### src/rtl/irq_pkg.sv
package irq_pkg;
  localparam int NSYS = 5;
  localparam int LVL_RESET = 0;
endpackage

### src/rtl/irq_slot_map.sv
module irq_slot_map #(
  parameter int NPER  = 8,
  parameter int NSLOT = 12,
  parameter int SW    = 4
) (
  input  logic [NPER-1:0]    per_req,
  input  logic [NPER*SW-1:0] per_slot,
  output logic [NSLOT-1:0]   slot_req
);
  for (genvar gs = 0; gs < NSLOT; gs++) begin : g_slot
    logic [NPER-1:0] hit;
    for (genvar gp = 0; gp < NPER; gp++) begin : g_per
      assign hit[gp] = (per_slot[gp*SW +: SW] == SW'(gs));
    end
    assign slot_req[gs] = |(hit & per_req);
  end
endmodule

### src/rtl/irq_pick.sv
module irq_pick #(
  parameter int NLEV = 17,
  parameter int LW   = 5
) (
  input  logic            clk,
  input  logic            rst_n,
  input  logic [NLEV-1:0] pend,
  input  logic [NLEV-1:0] mask,
  input  logic            nest_en,
  input  logic            busy,
  input  logic [LW-1:0]   top_lvl,
  output logic            valid,
  output logic [LW-1:0]   vec
);
  logic [NLEV-1:0] elig;
  logic            any;
  logic            allow;

  assign elig = pend & ~{mask[NLEV-1:1], 1'b0};

  always_comb begin
    vec = '0;
    any = 1'b0;
    for (int i = NLEV-1; i >= 0; i--) begin
      if (elig[i]) begin
        vec = LW'(i);
        any = 1'b1;
      end
    end
  end

  always_comb begin
    if (!busy)              allow = 1'b1;
    else if (top_lvl == '0) allow = 1'b0;
    else if (nest_en)       allow = (vec < top_lvl);
    else                    allow = (vec == '0);
  end

  assign valid = any & allow;

  a_r4_mask_hides: assert property (@(posedge clk) disable iff (!rst_n)
    valid && vec != '0 |-> !mask[vec]);
endmodule

### src/rtl/irq_svc_set.sv
module irq_svc_set #(
  parameter int NLEV = 17,
  parameter int LW   = 5
) (
  input  logic          clk,
  input  logic          rst_n,
  input  logic          push,
  input  logic [LW-1:0] push_lvl,
  input  logic          pop,
  output logic          busy,
  output logic [LW-1:0] top_lvl
);
  // Entries are always pushed above the current top, so the lowest set
  // bit of the set is the top of the service stack.
  logic [NLEV-1:0] isv_q, isv_d, after_pop;

  assign after_pop = pop ? (isv_q & (isv_q - NLEV'(1))) : isv_q;
  assign isv_d = after_pop | (push ? (NLEV'(1) << push_lvl) : '0);

  always_ff @(posedge clk or negedge rst_n) begin
    if (!rst_n) isv_q <= '0;
    else        isv_q <= isv_d;
  end

  assign busy = |isv_q;

  always_comb begin
    top_lvl = '0;
    for (int i = NLEV-1; i >= 0; i--) begin
      if (isv_q[i]) top_lvl = LW'(i);
    end
  end

  a_r8_ret_pops: assert property (@(posedge clk) disable iff (!rst_n)
    pop && busy && !push |=> $countones(isv_q) == $countones($past(isv_q)) - 1);
  a_r7_push_above: assert property (@(posedge clk) disable iff (!rst_n)
    push && busy && !pop |-> push_lvl < top_lvl);
endmodule

### src/rtl/prio_irq_ctrl.sv
module prio_irq_ctrl #(
  parameter int NPER  = 8,
  parameter int NSLOT = 12
) (
  input  logic                     clk,
  input  logic                     rst_n,
  input  logic [irq_pkg::NSYS-1:0] sys_req,
  input  logic [NPER-1:0]          per_req,
  input  logic [NPER*4-1:0]        per_slot,
  input  logic [16:0]              lvl_mask,
  input  logic                     nest_en,
  output logic                     irq_valid,
  input  logic                     irq_ready,
  output logic [4:0]               irq_vec,
  input  logic                     irq_ret,
  output logic                     svc_busy,
  output logic [4:0]               svc_lvl
);
  localparam int NLEV = irq_pkg::NSYS + NSLOT;
  localparam int LW   = $clog2(NLEV);
  localparam int SW   = $clog2(NSLOT);

  logic [NSLOT-1:0] slot_req;
  logic [NLEV-1:0]  raw, pend_q, pend_d, clr;
  logic             accept;

  irq_slot_map #(.NPER(NPER), .NSLOT(NSLOT), .SW(SW)) u_map (
    .per_req(per_req), .per_slot(per_slot), .slot_req(slot_req));

  assign raw    = {slot_req, sys_req};
  assign accept = irq_valid & irq_ready;
  assign clr    = accept ? (NLEV'(1) << irq_vec) : '0;
  assign pend_d = (pend_q & ~clr) | raw;

  always_ff @(posedge clk or negedge rst_n) begin
    if (!rst_n) pend_q <= '0;
    else        pend_q <= pend_d;
  end

  irq_pick #(.NLEV(NLEV), .LW(LW)) u_pick (
    .clk(clk), .rst_n(rst_n), .pend(pend_q), .mask(lvl_mask),
    .nest_en(nest_en), .busy(svc_busy), .top_lvl(svc_lvl),
    .valid(irq_valid), .vec(irq_vec));

  irq_svc_set #(.NLEV(NLEV), .LW(LW)) u_svc (
    .clk(clk), .rst_n(rst_n), .push(accept), .push_lvl(irq_vec),
    .pop(irq_ret), .busy(svc_busy), .top_lvl(svc_lvl));

  a_r3_pending_sticky: assert property (@(posedge clk) disable iff (!rst_n)
    1'b1 |=> (pend_q & $past(pend_q & ~clr)) == $past(pend_q & ~clr));
  a_r5_accept_enters: assert property (@(posedge clk) disable iff (!rst_n)
    accept |=> svc_busy && svc_lvl == $past(irq_vec));
  a_r6_nonnest_reset_only: assert property (@(posedge clk) disable iff (!rst_n)
    !nest_en && svc_busy && irq_valid |-> irq_vec == '0);
  a_r7_only_higher: assert property (@(posedge clk) disable iff (!rst_n)
    svc_busy && irq_valid |-> irq_vec < svc_lvl);
endmodule

### config.mk
export PLATFORM = sky130hd
export DESIGN_NAME = prio_irq_ctrl
export DESIGN_NICKNAME = d
export VERILOG_FILES = /design/src/rtl/irq_pkg.sv /design/src/rtl/irq_slot_map.sv /design/src/rtl/irq_pick.sv /design/src/rtl/irq_svc_set.sv /design/src/rtl/prio_irq_ctrl.sv
export SDC_FILE = /design/constraint.sdc
export NUM_CORES = 1
export LEC_CHECK = 0
export BUFFER_PORTS_ARGS = -buffer_cell sky130_fd_sc_hd__buf_2
export CORE_UTILIZATION = 30
export CTS_BUF_LIST = sky130_fd_sc_hd__clkbuf_4 sky130_fd_sc_hd__clkbuf_8 sky130_fd_sc_hd__clkbuf_16
export CTS_CLUSTER_SIZE = 14
export DETAILED_ROUTE_END_ITERATION = 7
export MAX_ROUTING_LAYER = met4
export SKIP_CTS_REPAIR_TIMING = 1
export SYNTH_ARGS = -nofsm -noshare
export SYNTH_HDL_FRONTEND = slang
export SYNTH_SLANG_ARGS = --single-unit
export TNS_END_PERCENT = 100
### constraint.sdc
create_clock -name clk -period 5.9 [get_ports clk]
set_input_delay 0.885 -clock clk [delete_from_list [all_inputs] [get_ports clk]]
set_output_delay 0.885 -clock clk [all_outputs]
set_load 0.02 [all_outputs]
Word level (Yosys, flattened, before mapping)
Index checks and enable logic that the tools add are counted.

Register bits: 34. Output and inout port bits: 12.

$lt $le $gt $ge: 1. Multiplexer cells: 56. Add/subtract/negate cells: 1. Reduce and logical (&&, ||, !) cells: 23. Equal/unequal tests: 88. Bitwise logic cells: 21. Shift operators: 1.

Operators by type and width (number): $mux W5 (34); $eq A4 B3 Y1 const B (32); $eq A4 B4 Y1 const B (32); $and A8 B8 Y8 (12); $reduce_or A8 Y1 (12); $eq A4 B2 Y1 const B (16); $and A17 B17 Y17 (3); $mux W17 (2); $not A17 Y17 (2); $or A17 B17 Y17 (2); $eq A4 B1 Y1 const B (8); $logic_not A4 Y1 (8); $mux W1 (20); $reduce_or A17 Y1 (1); $shl A1 B5 Y17 const A (1); $sub A17 B1 Y17 const B (1); $logic_not A5 Y1 (2); $lt A5 B5 Y1 (1); $and A1 B1 Y1 (2).

Depth between registers and ports, before layout
Depth after elaboration: 29. Gate-level depth with buffers: 14. Mapped depth without buffers: 14.

By module
Synthesis repeated with hierarchy kept, for this count alone.

Cells, all modules: 399. Area total of the unflattened synthesis: 3266.9 sq um.

By module, submodules not included: irq_svc_set (cells an instance 106, times used 1, seq. area each 425.4 sq um, area an instance 964.7 sq um); irq_slot_map (cells an instance 137, times used 1, seq. area each 0.0 sq um, area an instance 883.3 sq um); prio_irq_ctrl (cells an instance 79, times used 1, seq. area each 425.4 sq um, area an instance 837.1 sq um); irq_pick (cells an instance 77, times used 1, seq. area each 0.0 sq um, area an instance 581.8 sq um).

Worst setup path after synthesis
Ideal clock, no wire load.

Path kind: input port to output port. Start: input lvl_mask[8]. End: output irq_valid. Slack: 1543 ps. Arrival: 3472 ps. Buffers on the path: 0. Stages on the path: 11. Cells stage by stage: and2b_1 -> nor4_2 -> nand2_1 -> nor3_1 -> ha_1 -> and4_1 -> a31oi_1 -> inv_1 -> a21oi_1 -> a21oi_1 -> nor2_1.

Word-level cells in the longest chain between the ends: 16. Elaborated cells between the ends (all ways): 26.

Ends and longest elaborated chain: from (decl) (RTL line prio_irq_ctrl.sv:10) `input logic [16:0] lvl_mask,`; $not A17 Y17 * (RTL line irq_pick.sv:19) `assign elig = pend & ~{mask[NLEV-1:1], 1'b0};`; $and A17 B17 Y17 * (RTL line irq_pick.sv:19); $mux W5 * (9 in a row) (RTL line irq_pick.sv:25) `if (elig[i]) begin`; via irq_vec[4] (RTL line prio_irq_ctrl.sv:14) `output logic [4:0] irq_vec,`; $lt A5 B5 Y1 or $logic_not A5 Y1 (tied branches) (RTL line irq_pick.sv:35, irq_pick.sv:36); $mux W1 * (RTL line irq_pick.sv:35) `else if (nest_en) allow = (vec < top_lvl);`; $mux W1 * (RTL line irq_pick.sv:34) `else if (top_lvl == '0) allow = 1'b0;`; $mux W1 * (RTL line irq_pick.sv:33) `if (!busy) allow = 1'b1;`; $and A1 B1 Y1 * (RTL line irq_pick.sv:39) `assign valid = any & allow;`; to (decl) (RTL line prio_irq_ctrl.sv:12) `output logic irq_valid,`.

The timed path passes the listed nets; every way through them passes the cells marked *.

Worst setup path after layout
Start: input lvl_mask[1]. End: output irq_valid.

Word-level cells in the longest chain between the ends: 9. Elaborated cells between the ends (all ways): 12.

Ends and longest elaborated chain (RTL line): $not A17 Y17 * (irq_pick.sv:19); $and A17 B17 Y17 * (irq_pick.sv:19); $mux W5 (2 in a row) (irq_pick.sv:25); $lt A5 B5 Y1 or $logic_not A5 Y1 (tied branches) (irq_pick.sv:35, irq_pick.sv:36); $mux W1 (irq_pick.sv:35); $mux W1 (irq_pick.sv:34); $mux W1 (irq_pick.sv:33); $and A1 B1 Y1 * (irq_pick.sv:39).

Mark *: on every way between the ends. The rest lies on a longest branch, timed or not.

==> metrics.md <==
| Metric | Value |
|---|---|
| Die W | `just over 100 um` |
| Clk_skew | `around 2.6 ps` |
| Post-place setup slack | `1430 ps` |
| Via Count | `about 3400` |
| #FFs+latches synth | `34` |
| Synth Warn # | `0` |
| Reg2Reg Depth | `12` |
| Worst setup EP type | `primary output` |
| Min Hold Slack | `approximately 470 ps` |
| HPWL Detailed | `8490 um` |
| Cell variety after synth | `59` |
| CTS Buf Count | `5` |
| Crit path arrival time | `approximately 3600 ps` |
| EDFF count, synth | `0` |
| Sequential-to-total area share from yosys stat | `between 20 and 30%` |
| Clk root buf | `clkbuf_8` |
| Actual slew at the worst max-slew pin | `between 700 and 800 ps` |
| Post-synthesis cell area | `0.00301 sq mm` |
| # rows | `36` |
| CP Launch Type | `input pin` |
| Pwr Density | `roughly 250 mW/mm^2` |
| Leakage power | `approximately 1.6 nW` |
| Syn Nets | `470` |
| Core Region | `0.00973 sq mm` |
| CTS sink cnt | `34` |
| FF-to-FF setup slack | `about 2300 ps` |
| Final Cycle Share | `76.5%` |
| Drt pass-1 iters | `4` |
| Final Routed Wirelength | `10100 um` |
| Clock Latency Late Sink | `280 ps` |
| Drt initial violations | `approximately 180` |
| Maxcap violations | `0` |
| Worst EP required | `~5000 ps` |
| Post-Synthesis Cells | `between 300 and 400` |
| Die extent in y | `~100 um` |
| Worst vdd ir | `0.000113 V` |
| Layout cell share with drive strength beyond 1 | `between 20% and 30%` |
| Global-route wire length before repair | `16100 um` |
| Ys async rst share | `100%` |
| Crit path launch | `lvl_mask[1]` |
| Most used flip-flop cell after synthesis | `dfrtp_1` |
| H-tree levels | `2` |
| Drt wl/cell | `16.6 um` |
| Vias per cell | `roughly 5.5` |
| Worst-path clk slew | `around 60 ps` |
| IO Pins | `79` |
| Syn avg cell area | `between 7 and 8 sq um` |
| Worst setup margin | `1390 ps` |
| Max-slew violations | `0` |
| Max Clk Rate | `between 200 and 250 MHz` |
| RePlAce Congestion | `about 0.99` |
| CTS tree | `done` |
| Reg2reg start | `pend_q[1]` |
| Final setup vio count | `0` |
| Slew margin rel. | `47.5%` |
| Nets | `549` |
| Kind of critical path | `input pin to primary output` |
| Fin crit period | `4510 ps` |
| Grt ovf | `0` |
| RR Endpoint | `pend_q[16]` |
| Vias in the first global route | `about 3200` |
| Status | `finished clean` |
| Crit path to | `irq_valid` |
| Crit-path max FO | `8` |
| Final Util | `a little under two fifths` |
| Setup_tns | `0 ps` |
| RSZ-0062 raised after global routing | `false` |
| Final Hold Viols | `0` |
| Routed Antenna Nets | `0` |
| ANT cells | `0` |
| Filler cells | `between 1000 and 1500` |
| Die area | `approximately 0.010 sq mm` |
| Post-layout power | `0.893 mW` |
| IO buf count | `77` |
| Area Growth Syn to Fin | `20.3%` |
| Remaining DRCs | `0` |
| Initial antenna violation count | `0` |
| Tot GR Track Use | `between 20% and 30%` |
| Class of the worst hold path | `register to register` |
| Initial Utilization | `around 31%` |
| Largest net degree at the start of global routing | `35` |
| CTS max path bufs | `2` |
==> area by class of cell <==
cell class                      count  area [sq um]  area share (%)
Inverter                           14          52.6            1.45
Tap cell                          133           166            4.59
Clock buffer                        6          82.6            2.28
Multi-Input combinational cell    345          2080            57.4
Sequential cell                    34           851            23.5
Timing Repair Buffer               78           393            10.8
==> worst max-delay path: stages <==
cell and delay, ps:
buf_2 90, nor2b_1 60, or2_0 360, nor2_1 230, nand2_1 120, nor3_1 470
ha_1 340, and4_1 170, a31oi_1 330, inv_1 110, a21oi_1 140, a21oi_1 60
nor2_1 100, buf_2 170
==> state kept, by name, summed over array words and instances, names as in the netlist <==
signal       cells
pend_q          17
u_svc.isv_q     17
==> power by group <==
group,switching [mW],total [mW],internal [mW]
clock network,0.0787,0.169,0.0899
logic,0.292,0.450,0.158
registers,0.0254,0.274,0.249
total,0.396,0.893,0.496
==> routing by layer <==
layer | up-vias | global-route usage (%) | wire length, um
met5 | - | - | 0
met4 | 0 | 7.47 | 315
met3 | 24 | 2.33 | 443
met1 | 1589 | 25.1 | 4390
li1 | 1653 | - | -
met2 | 116 | 35.3 | 4980
==> kinds of logic (layout without fill, tap and decap cells) <==
group	count (synthesis)	count (layout)	synth area share, %
buf+inv	20	98	2.74
flops	34	34	28.3
fa+ha+maj	4	4	1.66
simple gates	240	240	43.0
compound gates	101	101	24.3
==> stage by stage <==
stage                     instances  cell area, sq um
after global routing            610              3620
after floorplan                 399              3010
after global placement          604              3540
after CTS                       610              3620
after detailed placement        604              3540
final                           610              3620
==> synthesized netlist by cell type (2+ instances only) <==
master	number	area share [%]
a2111oi_0	4	1.2
o21ai_2	3	0.87
nand4_1	8	1.7
and2_1	2	0.42
a21o_1	14	3.5
nand3_1	12	2.0
a32oi_1	2	0.58
o22ai_1	19	3.9
dfrtp_1	34	28
clkbuf_1	5	0.62
o22a_1	3	0.87
nor4_1	7	1.5
ha_1	4	1.7
a31oi_1	3	0.62
nor3b_1	7	1.7
nand3b_1	13	3.2
nor2_1	48	6.0
a211oi_1	4	1.0
a21oi_1	12	2.0
nor4_2	4	1.7
inv_1	14	1.7
nand2_1	56	7.0
or3b_2	7	2.0
a311oi_1	3	0.87
nor3_1	27	4.5
or3_1	2	0.42
nor2b_1	19	3.9
nand2b_1	17	3.5
o21ai_0	14	2.3
o31ai_1	3	0.75
==> worst min path at each step <==
stage / startpoint / cells after the start / end / slack (ps)
final: pend_q[11] / 1 / pend_q[11] / 470
after CTS: pend_q[12] / 1 / pend_q[12] / 470
after detailed placement: pend_q[12] / 1 / pend_q[12] / 460
after floorplan: pend_q[16] / 1 / pend_q[16] / 440
after global routing: pend_q[10] / 1 / pend_q[10] / 480
after global placement: pend_q[10] / 1 / pend_q[10] / 450
==> cells in the final DEF, fill, tap and decap left out, drive strengths merged, types with 6 or more instances in the layout <==
cell type / synthesis / final
a21o: 14 / 14
a21oi: 13 / 13
buf: 1 / 78
clkbuf: 5 / 6
dfrtp: 34 / 34
inv: 14 / 14
nand2: 57 / 57
nand2b: 17 / 17
nand3: 13 / 13
nand3b: 13 / 13
nand4: 8 / 8
nor2: 48 / 48
nor2b: 19 / 19
nor3: 27 / 27
nor3b: 7 / 7
nor4: 12 / 12
o21ai: 18 / 18
o22ai: 20 / 20
or3b: 7 / 7
(Power assumes the default switching activity.)
